**src/rtl/wt_pkg.sv**
```systemverilog
package wt_pkg;

  localparam int PROD_W = 48;
  localparam int PP_ROWS = 13;

  // rows left after one level of 3:2 counters over n rows
  function automatic int next_rows(int n);
    return 2 * (n / 3) + n % 3;
  endfunction

  // number of levels needed to reach two rows
  function automatic int level_count(int n);
    int c;
    int r;
    c = 0;
    r = n;
    while (r > 2) begin
      r = next_rows(r);
      c++;
    end
    return c;
  endfunction

  // row count present at the input of level l
  function automatic int rows_at(int n0, int l);
    int r;
    r = n0;
    for (int k = 0; k < l; k++) r = next_rows(r);
    return r;
  endfunction

  // position (in rows) of level l inside the flat row pool
  function automatic int pool_offset(int n0, int l);
    int o;
    o = 0;
    for (int k = 0; k < l; k++) o += rows_at(n0, k);
    return o;
  endfunction

endpackage

```
**src/rtl/wt_counter32.sv**
```systemverilog
module wt_counter32 #(
  parameter int W = 48
) (
  input  logic [W-1:0] a,
  input  logic [W-1:0] b,
  input  logic [W-1:0] c,
  output logic [W-1:0] s,
  output logic [W-1:0] cy
);

  assign s  = a ^ b ^ c;
  // carry moves one column up; the top carry leaves the modulo-2^W range
  assign cy = {(a[W-2:0] & b[W-2:0]) | (a[W-2:0] & c[W-2:0]) | (b[W-2:0] & c[W-2:0]), 1'b0};

endmodule

```
**src/rtl/wt_csa_level.sv**
```systemverilog
module wt_csa_level #(
  parameter int W = 48,
  parameter int N_IN = 13,
  localparam int N_OUT = 2 * (N_IN / 3) + N_IN % 3
) (
  input  logic [N_IN*W-1:0]  rows_i,
  output logic [N_OUT*W-1:0] rows_o
);

  localparam int GROUPS = N_IN / 3;
  localparam int REST   = N_IN % 3;

  for (genvar g = 0; g < GROUPS; g++) begin : g_grp
    wt_counter32 #(.W(W)) u_cnt (
      .a (rows_i[(3*g)*W +: W]),
      .b (rows_i[(3*g+1)*W +: W]),
      .c (rows_i[(3*g+2)*W +: W]),
      .s (rows_o[(2*g)*W +: W]),
      .cy(rows_o[(2*g+1)*W +: W])
    );
  end

  if (REST == 2) begin : g_pair
    // two leftover rows: 3:2 counter with the third input held at zero
    wt_counter32 #(.W(W)) u_cnt (
      .a (rows_i[(3*GROUPS)*W +: W]),
      .b (rows_i[(3*GROUPS+1)*W +: W]),
      .c ({W{1'b0}}),
      .s (rows_o[(2*GROUPS)*W +: W]),
      .cy(rows_o[(2*GROUPS+1)*W +: W])
    );
  end else if (REST == 1) begin : g_pass
    assign rows_o[(2*GROUPS)*W +: W] = rows_i[(3*GROUPS)*W +: W];
  end

endmodule

```
**src/rtl/wt_tree.sv**
```systemverilog
module wt_tree #(
  parameter int W = 48,
  parameter int ROWS = 13
) (
  input  logic [ROWS*W-1:0] rows_i,
  output logic [W-1:0]      sum_o
);

  localparam int LEVELS = wt_pkg::level_count(ROWS);
  localparam int TOTAL  = wt_pkg::pool_offset(ROWS, LEVELS) + 2;
  localparam int FINAL  = wt_pkg::pool_offset(ROWS, LEVELS);

  // every level's rows live side by side in one flat pool
  wire [TOTAL*W-1:0] pool;

  assign pool[ROWS*W-1:0] = rows_i;

  for (genvar l = 0; l < LEVELS; l++) begin : g_lvl
    localparam int NI = wt_pkg::rows_at(ROWS, l);
    localparam int NO = wt_pkg::rows_at(ROWS, l + 1);
    localparam int OI = wt_pkg::pool_offset(ROWS, l);
    localparam int OO = wt_pkg::pool_offset(ROWS, l + 1);
    wt_csa_level #(.W(W), .N_IN(NI)) u_lvl (
      .rows_i(pool[OI*W +: NI*W]),
      .rows_o(pool[OO*W +: NO*W])
    );
  end

  // single carry-propagate addition of the two surviving rows
  assign sum_o = pool[FINAL*W +: W] + pool[(FINAL+1)*W +: W];

endmodule

```
**src/rtl/pp_reduce_pipe.sv**
```systemverilog
module pp_reduce_pipe #(
  parameter int W = wt_pkg::PROD_W,
  parameter int ROWS = wt_pkg::PP_ROWS,
  localparam int IN_W = ROWS * W
) (
  input  logic            clk,
  input  logic            rst_n,
  input  logic            in_valid,
  input  logic [IN_W-1:0] in_rows,
  output logic            out_valid,
  output logic [W-1:0]    out_prod
);

  logic [IN_W-1:0] rows_q, rows_d;
  logic            v1_q, v1_d;
  logic [W-1:0]    tree_sum, prod_d;
  logic            v2_d;

  wt_tree #(.W(W), .ROWS(ROWS)) u_tree (
    .rows_i(rows_q),
    .sum_o (tree_sum)
  );

  // next-state logic with explicit clock enables
  always_comb begin
    v1_d   = in_valid;
    rows_d = in_valid ? in_rows : rows_q;
    v2_d   = v1_q;
    prod_d = v1_q ? tree_sum : out_prod;
  end

  always_ff @(posedge clk or negedge rst_n) begin
    if (!rst_n) begin
      rows_q    <= '0;
      v1_q      <= 1'b0;
      out_prod  <= '0;
      out_valid <= 1'b0;
    end else begin
      rows_q    <= rows_d;
      v1_q      <= v1_d;
      out_prod  <= prod_d;
      out_valid <= v2_d;
    end
  end

  // plain ripple sum of the registered rows, used only by the checks
  function automatic logic [W-1:0] plain_total(logic [IN_W-1:0] v);
    logic [W-1:0] t;
    t = '0;
    for (int k = 0; k < ROWS; k++) t = t + v[k*W +: W];
    return t;
  endfunction

  AST_RESET_QUIET: assert property (@(posedge clk) !rst_n |=> !out_valid);
  AST_TREE_SUM: assert property (@(posedge clk) disable iff (!rst_n) v1_q |=> out_prod == $past(plain_total(rows_q)));
  AST_LATENCY_HI: assert property (@(posedge clk) disable iff (!rst_n) in_valid |=> ##1 out_valid);
  AST_LATENCY_LO: assert property (@(posedge clk) disable iff (!rst_n) !in_valid |=> ##1 !out_valid);
  AST_HOLD_PROD: assert property (@(posedge clk) disable iff (!rst_n) !v1_q |=> $stable(out_prod));

endmodule

```
**config.mk**
```make
export PLATFORM = sky130hd
export DESIGN_NAME = pp_reduce_pipe
export DESIGN_NICKNAME = d
export VERILOG_FILES = /design/src/rtl/wt_pkg.sv /design/src/rtl/wt_counter32.sv /design/src/rtl/wt_csa_level.sv /design/src/rtl/wt_tree.sv /design/src/rtl/pp_reduce_pipe.sv
export SDC_FILE = /design/constraint.sdc
export NUM_CORES = 2
export LEC_CHECK = 0
export BUFFER_PORTS_ARGS = -buffer_cell sky130_fd_sc_hd__buf_2
export CAP_MARGIN = 30
export CORE_AREA = 2 2 386 388
export CTS_BUF_LIST = sky130_fd_sc_hd__clkbuf_16
export DETAILED_ROUTE_END_ITERATION = 16
export DIE_AREA = 0 0 388 390
export PLACE_DENSITY = 0.45
export SLEW_MARGIN = 20
export SYNTH_ARGS = -nofsm -noshare
export SYNTH_HDL_FRONTEND = slang
export SYNTH_SLANG_ARGS = --single-unit
```
**constraint.sdc**
```tcl
create_clock -name clk -period 6.65 [get_ports clk]
set_input_delay 0.665 -clock clk [delete_from_list [all_inputs] [get_ports clk]]
set_output_delay 0.665 -clock clk [all_outputs]
set_load 0.005 [all_outputs]
```
Yosys cells after proc, flatten, opt, wreduce, memory -nomap -nowiden. Cells that the tools add are included.

$add $sub $neg: 1. Multiply operators: 0. Div/mod/pow operators: 0. $lt $le $gt $ge: 0. Equal/unequal tests: 0. Shift-type cells: 0. Muxes and demuxes: 0. Bitwise operators: 77. Reductions and logical operators: 0.

Operator list (count): AND 47 bit (33); bitwise XOR 48 bit (22); bitwise OR 47 bit (22); adder 48 bit (1).

Register bits: 674. Bits in latches: 0. RAM bits: 0. ROM bits: 0. Input port bits: 627. Output and inout bits: 49. Logic and storage cells: 82. Memories: 0.

Longest topological paths before layout.
Depth after elaboration: 16. Gate-level depth with buffers: 22. Depth with buffers taken out: 21.

Hierarchy. From an unflattened synthesis, not the netlist that was laid out.

Cells, all modules: 2469. Area, all modules: 39185.1 um2.

By module, submodules not included: pp_reduce_pipe (instances 1, cells each 1420, area an instance 24918.9 um2, seq. area each 16866.2 um2); wt_counter32 (instances 11, cells each 50, area an instance 975.9 um2, seq. area each 0.0 um2); wt_tree (instances 1, cells each 403, area an instance 2810.2 um2, seq. area each 0.0 um2); wt_csa_level (u_tree.g_lvl[0].u_lvl ...) (instances 2, cells each 48, area an instance 360.3 um2, seq. area each 0.0 um2).

Worst setup path before layout. No wires, ideal clock.

Kind: flip-flop to flip-flop. From: register rows_q[290]. To: register out_prod[46]. Setup time: 0.069 ns. Arrival time: 5.132 ns. Data required time: 6.581 ns. Path slack: 1.449 ns. Cell stages (with the launch flop): 19. Buffers on the path: 0. Clock period less this slack: 5.201 ns. Cell sequence: dfrtp_1 fa_1 inv_1 fa_1 fa_1 fa_1 fa_1 inv_1 ha_1 fa_1 a21oi_1 nand4b_1 a21oi_1 o21ai_1 nand2_2 a21oi_2 o21ai_2 or4_1 nand3_1.

Longest elaborated chain between the ends: 15. Elaborated cells on any way between the ends: 39. Those cells by class: add/sub: 1; bitwise: 38.

Ends and longest elaborated chain: start: declaration (line pp_reduce_pipe.sv:14) `logic [IN_W-1:0] rows_q, rows_d;`; start signal: assignment (line pp_reduce_pipe.sv:39) `rows_q <= rows_d;`; AND 47 bit (line wt_counter32.sv:13) `assign cy = {(a[W-2:0] & b[W-2:0]) | (a[W-2:0] & c[W-2:0]) | (b[W-2:0] & c[W-2:0]), 1'b0};`; bitwise OR 47 bit (2 in series) (line wt_counter32.sv:13); AND 47 bit (line wt_counter32.sv:13); bitwise OR 47 bit (2 in series) (line wt_counter32.sv:13); bitwise XOR 48 bit (2 in series) (line wt_counter32.sv:11) `assign s = a ^ b ^ c;`; AND 47 bit (line wt_counter32.sv:13); bitwise OR 47 bit (2 in series) (line wt_counter32.sv:13); AND 47 bit (line wt_counter32.sv:13); bitwise OR 47 bit (2 in series) (line wt_counter32.sv:13); adder 48 bit * (line wt_tree.sv:30) `assign sum_o = pool[FINAL*W +: W] + pool[(FINAL+1)*W +: W];`; end signal: assignment (line pp_reduce_pipe.sv:41) `out_prod <= prod_d;`; end: declaration (line pp_reduce_pipe.sv:11) `output logic [W-1:0] out_prod`.

Every way passes the cells marked *; elsewhere a longest branch is shown, timed or not. A chain may end at the register's enable or synchronous reset.

Final worst setup path.
From: register rows_q[167]. To: register out_prod[46].

Longest elaborated chain between the ends: 15. Elaborated cells on any way between the ends: 45. Those cells by class: add/sub: 1; bitwise: 44.

Ends and longest elaborated chain (line): bitwise XOR 48 bit or AND 47 bit (tied branches) (wt_counter32.sv:11, wt_counter32.sv:13); bitwise XOR 48 bit or bitwise OR 47 bit (tied branches) (wt_counter32.sv:11, wt_counter32.sv:13); AND 47 bit or bitwise OR 47 bit (tied branches) (wt_counter32.sv:13); bitwise OR 47 bit (tied with other cells) (wt_counter32.sv:13); bitwise OR 47 bit or bitwise XOR 48 bit (tied branches) (wt_counter32.sv:13, wt_counter32.sv:11); AND 47 bit or bitwise OR 47 bit (tied branches) (wt_counter32.sv:13); bitwise OR 47 bit or bitwise XOR 48 bit (tied branches) (2 in series) (wt_counter32.sv:13, wt_counter32.sv:11); AND 47 bit (wt_counter32.sv:13); bitwise OR 47 bit (2 in series) (wt_counter32.sv:13); AND 47 bit (wt_counter32.sv:13); bitwise OR 47 bit (2 in series) (wt_counter32.sv:13); adder 48 bit * (wt_tree.sv:30).

Marked as above.

==> impl_metrics.yaml <==
clocking:
  cts-htree-levels: 3
  cts_hold_repair.buffers: 1
  numClockSinks: 674
  cts-buffers-inserted: 88
  cts_resized: 0
  clock_path_buffers: 3
  tritoncts: "yes"
  clock_insertion_delay_worst_skew_ns: 0.71
  cts.repair_timing.setup_buffer_count: 0
  clock-root-buffer: "sky130_fd_sc_hd__clkbuf_16"
  clock_pin_slew_worst_setup_and_hold_paths_ns: 0.07
synthesis:
  postSynthNetCount: 4254
  yosysUniqueCellTypes: 61
  synth_async_sr_flop_share_pct: 100
  ys.flop_type: "sky130_fd_sc_hd__dfrtp_1"
  seq_area_frac_synth_pct: 42.7
  synthesis.yosys.warnings: 0
  post_synth_instance_area_um2: 39500
  synth-seq-cells: 674
  post_synth_inst_count: 3067
  synth_area_per_cell_um2: 12.9
  number_of_flops_mapped_to_enable_cells_by_yosys: 0
setup_path:
  timing.critical_path.from: "rows_q[167]"
  timing.critical_path.to_type: "flop"
  cp-start-kind: "flop"
  timing.reg2reg.setup_slack_ns: 0.67
  required_ns: 7.30
  path_max_fanout: 7
  crit_arrival_ns: 6.63
  reg2reg_to: "out_prod[46]"
  crit_end: "out_prod[46]"
  timing.rr.start: "rows_q[167]"
  reg2reg_depth: 19
  criticalPathCategory: "reg -> reg"
die:
  die_width_um: 388
  ioPinCount: 676
  placementRows: 141
  initial_utilization_pct: 26.9
  die_area_um2: 151000
  fp.coreArea_um2: 147000
  floorplan.die.height_um: 390
sta:
  setup_repair_after_global_routing_missed_its_margin: "no"
  timing.slew.headroom_pct: 29.5
  finalSetupViolations: 0
  fin_crit_ns: 5.98
  tns_ns: 0
  worst_slew_pin_slew_ns: 1.06
  fmax_mhz: 167
  worst_clock_skew_ns: 0.0318
  hold_viol_final: 0
  final_max_slew_viol_count: 0
  post-route-period-util_pct: 90.0
grt:
  number_of_global_route_vias_before_repair: 27300
  overall_fraction_of_global_route_tracks_in_use_pct: 15.5
  overflow: 0
  pin_count_of_the_biggest_net_entering_global_routing: 148
  antenna_found_initial: 55
  first_pass_grt_wire_length_mm: 175
route:
  wire_per_inst_um: 20.1
  via_per_inst: 4.19
  dr.first_iter.drc_count: 1001
  count_of_antenna_violating_nets_left_after_detailed_routing: 0
  detailroute.via_count: 24200
  drc: 0
  drt_pre_antenna_iters: 4
  routed_wl_mm: 116
placed_design:
  gp_routability_congestion: 0.777
  place.port_buffers: 675
  dp_cell_count: 5593
  detailedPlacementHpwl_mm: 92.5
layout:
  drive_gt1_share_pct: 35.1
  finalNetCount: 4942
  finalNonFillerCells: 5767
  flow.area_growth_from_synthesis_pct: 21.7
outcome:
  status: "finished clean"
flow_run:
  maxCapViolCount: 0
min_path:
  worstHoldPathType: "in -> reg"
[per-layer routing]
layer	GRT usage [%]	share of wire, %	up-vias
li1	-	-	11100
met1	19.8	43	12300
met2	25.4	48	527
met3	4.66	6.4	210
met4	4.73	2.7	44
met5	0	0.25	-
[critical path, stage by stage (launching register included)]
cell                      delay, ns
sky130_fd_sc_hd__dfrtp_1       0.32
sky130_fd_sc_hd__inv_1         0.06
sky130_fd_sc_hd__fa_1          0.55
sky130_fd_sc_hd__inv_1         0.07
sky130_fd_sc_hd__fa_1          0.53
sky130_fd_sc_hd__inv_1         0.05
sky130_fd_sc_hd__fa_1          0.46
sky130_fd_sc_hd__fa_1          0.52
sky130_fd_sc_hd__inv_1         0.07
sky130_fd_sc_hd__fa_1          0.47
sky130_fd_sc_hd__ha_1          0.43
sky130_fd_sc_hd__a21oi_2       0.32
sky130_fd_sc_hd__nor2_1        0.08
sky130_fd_sc_hd__nor4_1        0.25
sky130_fd_sc_hd__o21ai_1       0.21
sky130_fd_sc_hd__a311o_1       0.41
sky130_fd_sc_hd__a21oi_2       0.38
sky130_fd_sc_hd__o21ai_2       0.17
sky130_fd_sc_hd__or4_1         0.51
sky130_fd_sc_hd__nand3_1       0.08
[flip-flops by register name, indices dropped and copies added (netlist names)]
signal	count
v1_q	1
out_valid	1
out_prod	48
rows_q	624
[cell usage after synthesis, types with 2 or more instances]
cell                         n  area (um2)
sky130_fd_sc_hd__a211oi_1    2        15.0
sky130_fd_sc_hd__a21o_1     22         165
sky130_fd_sc_hd__a21o_2      2        17.5
sky130_fd_sc_hd__a21oi_1    37         185
sky130_fd_sc_hd__a21oi_2     3        26.3
sky130_fd_sc_hd__a221oi_1    4        35.0
sky130_fd_sc_hd__a31oi_1     6        37.5
sky130_fd_sc_hd__and2_1      2        12.5
sky130_fd_sc_hd__and3_1      7        43.8
sky130_fd_sc_hd__and4_1      2        17.5
sky130_fd_sc_hd__buf_1       3        11.3
sky130_fd_sc_hd__buf_2       3        15.0
sky130_fd_sc_hd__clkbuf_1   93         349
sky130_fd_sc_hd__dfrtp_1   674       16900
sky130_fd_sc_hd__fa_1      509       10200
sky130_fd_sc_hd__ha_1       51         638
sky130_fd_sc_hd__inv_1     599        2250
sky130_fd_sc_hd__mux2_2    512        5770
sky130_fd_sc_hd__nand2_1   183         687
sky130_fd_sc_hd__nand2b_1    2        12.5
sky130_fd_sc_hd__nand3_1     9        45.0
sky130_fd_sc_hd__nand4_1     6        37.5
sky130_fd_sc_hd__nand4b_1    3        26.3
sky130_fd_sc_hd__nor2_1     32         120
sky130_fd_sc_hd__nor2b_1     4        25.0
sky130_fd_sc_hd__nor3_1      7        35.0
sky130_fd_sc_hd__o211ai_1    4        30.0
sky130_fd_sc_hd__o21a_1     11        82.6
sky130_fd_sc_hd__o21ai_0   165         826
sky130_fd_sc_hd__o21ai_1     5        25.0
sky130_fd_sc_hd__o21bai_1    6        45.0
sky130_fd_sc_hd__o311ai_1    2        17.5
sky130_fd_sc_hd__o311ai_2    2        32.5
sky130_fd_sc_hd__o31ai_1     5        37.5
sky130_fd_sc_hd__o41ai_1     2        17.5
sky130_fd_sc_hd__or3_1       5        31.3
sky130_fd_sc_hd__xnor2_1    41         359
sky130_fd_sc_hd__xor2_1     19         166
[stage by stage]
step	setup slack, ns	hold slack (ns)	cell area (um2)	utilization, %
floorplan	1.45	0.369	39500	-
global route	0.269	0.131	48100	32.7
global placement	0.585	0.466	45200	30.7
CTS	0.512	0.0990	48000	32.6
finish	0.666	0.181	48100	32.7
detailed placement	0.523	0.468	45200	30.7
[cells in the final DEF (no fill, tap or decap), drive strengths merged, types with 7 or more instances in the layout]
| cell type | count |
|---|---|
| xnor2 | 41 |
| nor2 | 32 |
| nand2 | 184 |
| mux2 | 512 |
| diode | 16 |
| fa | 509 |
| clkinv | 27 |
| ha | 51 |
| a21oi | 40 |
| clkbuf | 90 |
| o21a | 11 |
| nand3 | 9 |
| a21o | 24 |
| xor2 | 19 |
| nor3 | 8 |
| and3 | 7 |
| o21ai | 171 |
| buf | 696 |
| dfrtp | 674 |
| inv | 626 |
| bufinv | 9 |
[area by class of cell]
type / count / area, um2
fillers: 15100 / 99100
multi-input cells: 1695 / 20000
flip-flops and latches: 674 / 16900
repair buffers: 697 / 3660
well taps: 1930 / 2410
clock buffers: 90 / 2250
inverters: 599 / 2250
clock inverters: 66 / 564
diodes: 16 / 40.0
[worst min path at each step]
stage                            start  slack [ns]  depth (start not counted)      endpoint
after CTS                 in_rows[216]         0.1                          3   rows_q[216]
after global routing      in_rows[183]        0.13                          3   rows_q[183]
after detailed placement  out_prod[41]        0.47                          2  out_prod[41]
final                      in_rows[18]        0.18                          3    rows_q[18]
after floorplan                  rst_n        0.37                          0   out_prod[0]
after global placement    out_prod[41]        0.47                          2  out_prod[41]
[cells by family after synthesis]
family                     Yosys count  synth area share (%)
buffers and inverters              698                  6.64
DFF                                674                  42.7
adders and majority gates          560                  27.4
muxes                              512                  14.6
AOI/OAI and AO/OA                  296                  4.48
and+or+nand+nor                    267                  2.86
xor gates and xnor gates            60                  1.33
Power is left out: the tool's default activity adds up to more than one toggle a clock period on the data nets, which glitch-free logic cannot reach.
